**src/rtl/gpio_irq_pkg.sv**
```systemverilog
package gpio_irq_pkg;

   // trigger mode is the pair {level_select, invert}
   typedef enum logic [1:0] {
      TRIG_RISE = 2'b00,
      TRIG_FALL = 2'b01,
      TRIG_LOW  = 2'b10,
      TRIG_HIGH = 2'b11
   } trig_mode_e;

   typedef enum logic {
      TGT_STATUS = 1'b0,
      TGT_ENABLE = 1'b1
   } wr_target_e;

   function automatic logic trig_hit(input logic lvl, input logic inv,
                                     input logic cur, input logic prv);
      trig_mode_e mode;
      mode = trig_mode_e'({lvl, inv});
      case (mode)
         TRIG_RISE: return cur & ~prv;
         TRIG_FALL: return ~cur & prv;
         TRIG_LOW:  return ~cur;
         default:   return cur;
      endcase
   endfunction

endpackage

```
**src/rtl/gpio_irq_sync.sv**
```systemverilog
module gpio_irq_sync #(
   parameter int W      = 8,
   parameter int STAGES = 2
) (
   input  logic         clk,
   input  logic         rst_n,
   input  logic [W-1:0] d,
   output logic [W-1:0] q
);

   generate
      if (STAGES < 1) begin : g_bad_stages
         $error("gpio_irq_sync: STAGES must be at least 1");
      end

      if (STAGES == 1) begin : g_single
         logic [W-1:0] stg;
         always_ff @(posedge clk or negedge rst_n) begin
            if (!rst_n) stg <= '0;
            else        stg <= d;
         end
         assign q = stg;
      end else begin : g_chain
         logic [W-1:0] stg [STAGES];
         always_ff @(posedge clk or negedge rst_n) begin
            if (!rst_n) begin
               for (int s = 0; s < STAGES; s++) stg[s] <= '0;
            end else begin
               stg[0] <= d;
               for (int s = 1; s < STAGES; s++) stg[s] <= stg[s-1];
            end
         end
         assign q = stg[STAGES-1];
      end
   endgenerate

endmodule

```
**src/rtl/gpio_irq_trigger.sv**
```systemverilog
module gpio_irq_trigger
   import gpio_irq_pkg::*;
#(
   parameter int W = 8
) (
   input  logic         clk,
   input  logic         rst_n,
   input  logic [W-1:0] smp,
   input  logic [W-1:0] lvl,
   input  logic [W-1:0] inv,
   input  logic [W-1:0] qual,
   output logic [W-1:0] evt
);

   logic [W-1:0] prev_smp;

   always_ff @(posedge clk or negedge rst_n) begin
      if (!rst_n) prev_smp <= '0;
      else        prev_smp <= smp;
   end

   generate
      for (genvar i = 0; i < W; i++) begin : g_pin
         assign evt[i] = qual[i] & trig_hit(lvl[i], inv[i], smp[i], prev_smp[i]);
      end
   endgenerate

endmodule

```
**src/rtl/gpio_irq_regs.sv**
```systemverilog
module gpio_irq_regs
   import gpio_irq_pkg::*;
#(
   parameter int NPINS  = 40,
   parameter int WORD_W = 32,
   parameter int IDX_W  = 1
) (
   input  logic              clk,
   input  logic              rst_n,
   input  logic [NPINS-1:0]  evt,
   input  logic              wr_en,
   input  logic              wr_target,
   input  logic [IDX_W-1:0]  wr_idx,
   input  logic [WORD_W-1:0] wr_data,
   output logic [NPINS-1:0]  status_q,
   output logic [NPINS-1:0]  enable_q
);

   logic wr_status, wr_enable;
   assign wr_status = wr_en & (wr_target_e'(wr_target) == TGT_STATUS);
   assign wr_enable = wr_en & (wr_target_e'(wr_target) == TGT_ENABLE);

   generate
      for (genvar i = 0; i < NPINS; i++) begin : g_bit
         localparam int WORD = i / WORD_W;
         localparam int BIT  = i % WORD_W;
         logic hit, clr;
         assign hit = (wr_idx == IDX_W'(WORD));
         assign clr = wr_status & hit & wr_data[BIT];

         // detection has priority over a clear in the same cycle
         always_ff @(posedge clk or negedge rst_n) begin
            if (!rst_n) begin
               status_q[i] <= 1'b0;
               enable_q[i] <= 1'b0;
            end else begin
               status_q[i] <= (status_q[i] & ~clr) | evt[i];
               if (wr_enable && hit) enable_q[i] <= wr_data[BIT];
            end
         end
      end
   endgenerate

endmodule

```
**src/rtl/gpio_irq_detect.sv**
```systemverilog
module gpio_irq_detect #(
   parameter int  NPINS       = 40,
   parameter int  WORD_W      = 32,
   parameter int  SYNC_STAGES = 2,
   localparam int NWORDS      = (NPINS + WORD_W - 1) / WORD_W,
   localparam int IDX_W       = (NWORDS > 1) ? $clog2(NWORDS) : 1
) (
   input  logic              clk,
   input  logic              rst_n,
   input  logic [NPINS-1:0]  pin_in,
   input  logic [NPINS-1:0]  cfg_level,
   input  logic [NPINS-1:0]  cfg_invert,
   input  logic [NPINS-1:0]  cfg_gpio_mode,
   input  logic [NPINS-1:0]  cfg_sense_en,
   input  logic              wr_en,
   input  logic              wr_target,
   input  logic [IDX_W-1:0]  wr_idx,
   input  logic [WORD_W-1:0] wr_data,
   output logic [NPINS-1:0]  int_status,
   output logic [NPINS-1:0]  int_enable,
   output logic              irq_out
);

   generate
      if (NPINS < 1) begin : g_bad_npins
         $error("gpio_irq_detect: NPINS must be at least 1");
      end
      if (WORD_W < 1) begin : g_bad_word
         $error("gpio_irq_detect: WORD_W must be at least 1");
      end
   endgenerate

   logic [NPINS-1:0] pin_s;
   logic [NPINS-1:0] qual;
   logic [NPINS-1:0] evt;
   logic             irq_q;

   assign qual = cfg_gpio_mode & cfg_sense_en;

   gpio_irq_sync #(.W(NPINS), .STAGES(SYNC_STAGES)) u_sync (
      .clk(clk), .rst_n(rst_n), .d(pin_in), .q(pin_s)
   );

   gpio_irq_trigger #(.W(NPINS)) u_trig (
      .clk(clk), .rst_n(rst_n), .smp(pin_s), .lvl(cfg_level),
      .inv(cfg_invert), .qual(qual), .evt(evt)
   );

   gpio_irq_regs #(.NPINS(NPINS), .WORD_W(WORD_W), .IDX_W(IDX_W)) u_regs (
      .clk(clk), .rst_n(rst_n), .evt(evt), .wr_en(wr_en),
      .wr_target(wr_target), .wr_idx(wr_idx), .wr_data(wr_data),
      .status_q(int_status), .enable_q(int_enable)
   );

   always_ff @(posedge clk or negedge rst_n) begin
      if (!rst_n) irq_q <= 1'b0;
      else        irq_q <= |(int_status & int_enable);
   end

   assign irq_out = irq_q;

endmodule

```
**config.mk**
```make
export PLATFORM = sky130hd
export DESIGN_NAME = gpio_irq_detect
export DESIGN_NICKNAME = d
export VERILOG_FILES = /design/src/rtl/gpio_irq_pkg.sv /design/src/rtl/gpio_irq_sync.sv /design/src/rtl/gpio_irq_trigger.sv /design/src/rtl/gpio_irq_regs.sv /design/src/rtl/gpio_irq_detect.sv
export SDC_FILE = /design/constraint.sdc
export NUM_CORES = 1
export LEC_CHECK = 0
export ABC_AREA = 1
export BUFFER_PORTS_ARGS = -buffer_cell sky130_fd_sc_hd__buf_2
export CAP_MARGIN = 20
export CORE_UTILIZATION = 40
export CTS_CLUSTER_DIAMETER = 200
export DETAILED_ROUTE_END_ITERATION = 8
export HOLD_SLACK_MARGIN = 0.15
export PLACE_DENSITY_LB_ADDON = 0.2
export SETUP_SLACK_MARGIN = 0.02
export SYNTH_ARGS = -nofsm -noshare
export SYNTH_HDL_FRONTEND = slang
export SYNTH_SLANG_ARGS = --single-unit
export TNS_END_PERCENT = 1
```
**constraint.sdc**
```tcl
create_clock -name clk -period 2.38 [get_ports clk]
set_input_delay 0.476 -clock clk [delete_from_list [all_inputs] [get_ports clk]]
set_output_delay 0.476 -clock clk [all_outputs]
set_load 0.1 [all_outputs]
```
# After elaboration in Yosys (flattened, before gate mapping)
# Cells that the tools add are included.
classes:
  eq_ne: 80
  n_mux: 40
  bitwise_logic: 368
  reduce_logical: 43
op_table:
  columns: ["cell", "n"]
  rows:
  - ["bitwise AND 1 bit", 204]
  - ["inverter 1 bit", 122]
  - ["case mux 1 bit (3 select lines)", 40]
  - ["bitwise AND 40 bit", 2]
  - ["== test 2 x 1 -> 1 bit (second input constant)", 40]
  - ["== test 2 bit (second input constant)", 40]
  - ["zero test 2 bit", 40]
  - ["bitwise OR 1 bit", 40]
  - ["OR reduction 40 bit", 1]
  - ["logical AND 1 bit", 2]
word_totals:
  ff_bits: 201
  input_bits: 237
  output_inout_bits: 81
  word_cells: 615

# Logic depth before layout (Yosys ltp)
# Gate-level depths: netlist of run 1.
logic_depth:
  ltp_word: 7
  mapped_depth: 7
  ltp_nobuf: 7

# Hierarchy
# From an unflattened synthesis of run 1, not the netlist that was laid out.
unflattened:
  hier_cells: 1171
  area_unflattened_um2: 9222.6
by_module_without_submodules:
  columns: ["module", "n_inst", "cells_each", "area_per_inst_um2", "seq_area_each_um2"]
  rows:
  - ["gpio_irq_regs", 1, 376, 3508.4, 2001.9]
  - ["gpio_irq_trigger", 1, 520, 2802.7, 1001.0]
  - ["gpio_irq_sync", 1, 120, 2302.2, 2001.9]
  - ["gpio_irq_detect", 1, 155, 609.3, 25.0]

# Least setup slack after synthesis of run 1
# OpenSTA, ideal clock, no wires.
synth_timing:
  path_type: "register to output"
  start: "register u_regs.enable_q[0]"
  end: "output int_enable[0]"
  t_arrival_ps: 912
  required_ps: 1904
  setup_slack_ps: 992
  stages_incl_launch_ff: 1
  path_buffers: 0
  cell_sequence: "dfrtp_1"
synth_lines:
  columns: ["element", "line_no", "text"]
  rows:
  - ["start, declared", "gpio_irq_regs.sv:16", "output logic [NPINS-1:0] enable_q"]
  - ["start signal, assigned by index", "gpio_irq_regs.sv:38", "if (wr_enable && hit) enable_q[i] <= wr_data[BIT];"]
  - ["end, declared", "gpio_irq_detect.sv:20", "output logic [NPINS-1:0] int_enable,"]
# No word-level cell between the ends.

# Worst setup path in the final report of run 1
layout_timing:
  start: "register u_regs.enable_q[6]"
  end: "output int_enable[6]"
# No word-level cell between the ends.

==> impl_metrics.yaml, run 1 <==
drt:
  route.detailed.wl_per_inst_um: 13.2
  drt-pass1-iter-count: 4
  drt_iter0_markers: 238
  drt_drc_violations_left: 0
  postRouteAntennaNets: 0
  vias: 7151
  detail_route.vias_per_cell: 4.51
  totalWireLength_mm: 20.9
grt:
  groute.usage.overall: 0.198
  antenna_violations_before_repair: 1
  grt_overflow: 0
  grt_pass1_vias: 7097
  grt_max_degree: 65
  grt_pass1_wl_mm: 33.6
final_layout:
  most_common_library_cell_in_the_layout_ignoring_fill_and_taps: "sky130_fd_sc_hd__buf_2"
  most-common-layout-cells: "316 x sky130_fd_sc_hd__buf_2, 300 x sky130_fd_sc_hd__nand2_1, 201 x sky130_fd_sc_hd__dfrtp_1"
  stdcell_area_um2: 11300
  drive_above_1_share: 0.273
  fin_cells: 1586
  nets: 1540
  syn2layout_area_growth_pct: 38.1
timing:
  setup_repair_after_global_routing_missed_its_margin: "no"
  finalSetupViolCount: 0
  report.final.hold_viol_count: 0
  relSlewSlack: 0.657
  max_freq_mhz: 553
  post_route_setup_tns_ns: 0
  worst_clock_skew_ns: 0.00968
  worst_slew_pin_slew_ns: 0.518
  fin_crit_sh: 0.760
  finalWorstPathRequiredPeriod_ns: 1.81
  finalMaxSlewViolations: 0
  worst_slack_ns: 0.572
setup_path:
  path_delay_family: "buffers and inverters"
  timing.critical_path.cells: "buf_2"
  worst_ep_arrival_time_ns: 1.33
  critical_path_end_type: "output port"
  worst-setup-path-type: "reg2out"
  buffers_and_inverters_on_the_worst_path: 1
  regToRegEndpoint: "irq_out"
  worst_path_max_delay_cell: "sky130_fd_sc_hd__buf_2"
  worst_setup_path_start_kind: "flip-flop"
  crit_path_max_incr_delay_ns: 0.46
  timing.critical_path.required_ns: 1.90
  worstRegToRegCells: 6
  regToRegSetupSlack_ns: 1.17
  crit_path_max_fanout: 3
  worst_r2r_startpoint: "u_regs.enable_q[28]"
yosys:
  synthDistinctLibCells: 12
  avgSynthCellArea_um2: 8.90
  synthesis.instances: 923
  syn_nets: 1160
  ys_ff_latch: 201
  synth.yosys.seq_area_share: 0.613
  syn-cell-area_um2: 8210
  yosys_warning_total: 0
pwr:
  share_clk_of_total_power: 0.330
  cellPowerDensity_nw_per_um2: 925
  p_sw_mw: 4.00
  power.internal_mw: 6.49
  seq_power_share: 0.380
  cellLeakagePower_nw: 6.06
  combinationalPowerShare: 0.291
  power.share.switching: 0.381
  irDropWorstVdd_mv: 0.601
clock_network:
  total_cts_buffers: 23
  tritoncts: "done"
  h-tree-depth: 1
  clock-root-buffer: "sky130_fd_sc_hd__clkbuf_16"
  clock_insertion_delay_worst_skew_ns: 0.50
  clock_sink_count: 201
  postCtsSetupBuffers: 0
  reg_clk_slew_reported_paths_ns: 0.06
  cts-root-to-sink-buffers: 3
placement:
  detailed_place_hpwl_mm: 15.4
  buffer_ports.inserted: 317
  place.gp.congestion: 0.821
  dpl_worst_slack_ns: 0.716
  numPlacedInstances: 1507
  placedInstanceArea_um2: 10200
worst_hold_path:
  min_delay_worst_endpoint: "u_regs.enable_q[23]"
  timing.hold.worst_path_depth: 3
  origin_of_the_worst_min_delay_path: "wr_data[23]"
  holdCritPathClass: "in2reg"
die:
  pin_count: 318
  floorplan.die_area_um2: 21100
  fp.dieW_um: 145
  floorplan.die.height_um: 145
  std_cell_rows: 52
  start_util: 0.407
  core_area_um2: 20200
job:
  drv.max_cap_violation_count: 0
status:
  outcome: "finished, final reports clean"
metrics by stage:
step	total power, mW	util	hold WS (ns)
after floorplan	6.26	-	0.180
after global placement	7.01	0.506	0.331
after detailed placement	7.05	0.506	0.335
after CTS	10.6	0.562	0.220
after global routing	10.9	0.562	0.255
final	10.5	0.562	0.238
routing by layer:
metal | up-vias | routed length, µm | GRT usage
met5 | - | 0 | 0
met4 | 0 | 813 | 0.0821
met3 | 53 | 1370 | 0.0491
met2 | 235 | 10100 | 0.342
met1 | 3244 | 8610 | 0.235
li1 | 3619 | - | -
registers in the layout, indices dropped and copies added (netlist names):
register	cells
irq_out	1
u_regs.enable_q	40
u_regs.status_q	40
u_sync.g_chain.stg	40
u_sync.q	40
u_trig.prev_smp	40
how the worst max path moves through the flow:
stage	start	end	depth (start not counted)
2_1_floorplan	u_regs.enable_q[0]	int_enable[0]	0
3_3_place_gp	wr_idx	u_regs.enable_q[12]	6
3_5_place_dp	wr_idx	u_regs.enable_q[11]	5
4_1_cts	u_regs.enable_q[6]	int_enable[6]	1
5_1_grt	u_regs.enable_q[11]	int_enable[11]	1
6_report	u_regs.enable_q[6]	int_enable[6]	1
power by group through the flow:
stage / clock network (mW) / logic, mW / registers [mW]
after floorplan: 0 / 0.529 / 5.73
after global placement: 0 / 2.98 / 4.03
after detailed placement: 0 / 3.01 / 4.04
after CTS: 3.55 / 3.07 / 3.98
after global routing: 3.68 / 3.23 / 4.02
final: 3.46 / 3.05 / 3.98
cell families (layout without fill, tap and decap cells):
logic type | Yosys count | count (layout) | synth area share
and+or+nand+nor | 398 | 398 | 0.214
DFF | 201 | 201 | 0.613
AOI/OAI and AO/OA | 160 | 160 | 0.0975
buffers and inverters | 164 | 556 | 0.0756
other | 0 | 1 | 0
synth_stat cells (all sizes together):
cell type	count	share of area
o21ai	160	0.098
inv	154	0.070
nand3b	40	0.037
clkbuf	6	0.0027
nand2	300	0.14
nor2	11	0.0050
nand4	2	0.0015
nand2b	40	0.030
buf	4	0.0024
nand3	5	0.0037
dfrtp	201	0.61
final cells by class:
class	count	area, µm²
Antenna cell	1	2.50
Clock buffer	28	604
Clock inverter	9	124
Fill cell	1866	8830
Inverter	154	578
Multi-Input combinational cell	558	2570
Sequential cell	201	5030
Tap cell	270	338
Timing Repair Buffer	365	2100
repair_timing:
action | in CTS | in global routing
resized for setup | 0 | 0
hold buffers | 41 | 0
hold endpoints to repair | 73 | 0
No activity file was read; power rests on OpenSTA's default activity.
==> run 2: changes to the inputs <==
Clock period 2.38 ns to 1.55 ns, I/O delays scaled along.
==> run 2 against run 1 <==
Effect of this change:
- sequential power rose by 55%
- global-route usage rose by 1.5 points
- clock power rose by 51%
- utilization rose by 5.8 points
- die area did not move
- largest cell class unchanged
- total power rose by 58%
- worst setup slack got worse by 0.52 ns
- critical endpoint is now int_status[22]
- via count rose by 4.7%
- design area rose by 10%
- combinational power rose by 70%
==> impl_metrics.yaml, run 2 (synthesized netlist as in run 1, its figures left out) <==
final_layout:
  nets: 1624
  drive_above_1_share: 0.259
  most-common-layout-cells: "300 x sky130_fd_sc_hd__nand2_1, 235 x sky130_fd_sc_hd__buf_2, 201 x sky130_fd_sc_hd__dfrtp_1"
  most_common_library_cell_in_the_layout_ignoring_fill_and_taps: "sky130_fd_sc_hd__nand2_1"
  syn2layout_area_growth_pct: 52.4
die:
  pin_count: 318
  floorplan.die_area_um2: 21100
  start_util: 0.407
  core_area_um2: 20200
  floorplan.die.height_um: 145
  std_cell_rows: 52
  fp.dieW_um: 145
pwr:
  cellLeakagePower_nw: 6.50
  cellPowerDensity_nw_per_um2: 1320
  irDropWorstVdd_mv: 0.708
clock_network:
  clock-root-buffer: "sky130_fd_sc_hd__clkbuf_16"
  postCtsSetupBuffers: 0
  h-tree-depth: 1
  total_cts_buffers: 23
  clock_sink_count: 201
  clock_insertion_delay_worst_skew_ns: 0.50
  cts-root-to-sink-buffers: 3
  tritoncts: "done"
  reg_clk_slew_reported_paths_ns: 0.06
grt:
  grt_max_degree: 65
  grt_pass1_wl_mm: 36.1
  antenna_violations_before_repair: 3
  groute.usage.overall: 0.213
  grt_pass1_vias: 7639
  grt_overflow: 0
timing:
  finalWorstPathRequiredPeriod_ns: 1.50
  finalSetupViolCount: 0
  relSlewSlack: 0.663
  post_route_setup_tns_ns: 0
  report.final.hold_viol_count: 0
  holdWs_ns: 0.156
  setup_repair_after_global_routing_missed_its_margin: "no"
  worst_clock_skew_ns: 0.00987
  worst_slew_pin_slew_ns: 0.504
  max_freq_mhz: 667
  finalMaxSlewViolations: 0
  fin_crit_sh: 0.967
placement:
  place.gp.congestion: 0.836
  detailed_place_hpwl_mm: 16.0
  buffer_ports.inserted: 317
drt:
  route.detailed.wl_per_inst_um: 13.4
  vias: 7484
  detail_route.vias_per_cell: 4.47
  postRouteAntennaNets: 0
  drt_drc_violations_left: 0
  drt-pass1-iter-count: 6
  drt_iter0_markers: 260
  totalWireLength_mm: 22.4
setup_path:
  worst_path_max_delay_cell: "sky130_fd_sc_hd__dfrtp_1"
  crit_path_max_incr_delay_ns: 0.38
  critical_path_end_type: "output port"
  path_delay_family: "flip-flops"
  worst_setup_path_start_kind: "flip-flop"
  timing.critical_path.required_ns: 1.24
  cp-startpoint: "u_regs.status_q[22]"
  timing.critical_path.cells: "buf_4"
  worst_r2r_startpoint: "u_regs.status_q[15]"
  crit_path_max_fanout: 3
  buffers_and_inverters_on_the_worst_path: 1
  worst-setup-path-type: "reg2out"
  worst_ep_arrival_time_ns: 1.19
status:
  outcome: "finished, final reports clean"
job:
  drv.max_cap_violation_count: 0
worst_hold_path:
  origin_of_the_worst_min_delay_path: "cfg_gpio_mode[9]"
  holdCritPathClass: "in2reg"
run 2: cell count changes in the layout (fill, tap and decap cells not counted), sizes merged:
cell,delta
dlygate4sd3,+81
buf,+3
inv,+1
bufinv,-2
clkbuf,+5
clkinv,-3
diode,+2
run 2: cell type report:
type,instances,area [µm²]
Fill cell,1687,7660
Sequential cell,201,5030
Timing Repair Buffer,449,3260
Multi-Input combinational cell,558,2570
Clock buffer,33,673
Inverter,154,578
Tap cell,270,338
Clock inverter,5,56.3
Antenna cell,3,7.51
run 2: power breakdown:
group / internal, mW / leakage (nW) / switching, mW
sequential: 5.77 / 2.33 / 0.381
combinational: 1.38 / 3.81 / 3.79
clock: 3.16 / 0.363 / 2.05
total: 10.3 / 6.50 / 6.21
run 2: metrics by stage:
stage	cells	total power, mW	utilization	instance area (µm²)	setup slack, ns
3_3_place_gp	1510	10.8	0.508	10200	0.290
5_1_grt	1673	17.2	0.620	12500	0.0204
3_5_place_dp	1510	10.9	0.508	10200	0.264
2_1_floorplan	923	9.62	-	8210	0.167
4_1_cts	1670	16.6	0.615	12400	0.0205
6_report	1673	16.5	0.620	12500	0.0511
run 2: path summary, 6_finish.rpt:
| check | endpoint | slack [ns] | depth (start not counted) |
|---|---|---|---|
| worst max-delay path | int_status[22] | 0.05 | 1 |
| worst min-delay path | u_regs.status_q[9] | 0.16 | 4 |
| worst max register to register | irq_out | 0.33 | 6 |
| worst min register to register | u_sync.q[39] | 0.34 | 0 |
| max in group asynchronous | u_regs.status_q[36] | 0.59 | 3 |
| min in group asynchronous | u_trig.prev_smp[20] | 0.32 | 2 |
run 2: routing by layer:
metal | track usage | share of wire
met1 | 0.250 | 0.41
met5 | 0 | 0
met3 | 0.0443 | 0.060
met4 | 0.0789 | 0.033
met2 | 0.383 | 0.50
run 2: repair_timing:
item                                   CTS  global route
hold buffers                           122             0
resized for setup                       84            25
endpoints found under the hold margin  285             0
pin swaps                                0             0
setup endpoints to repair               81            25
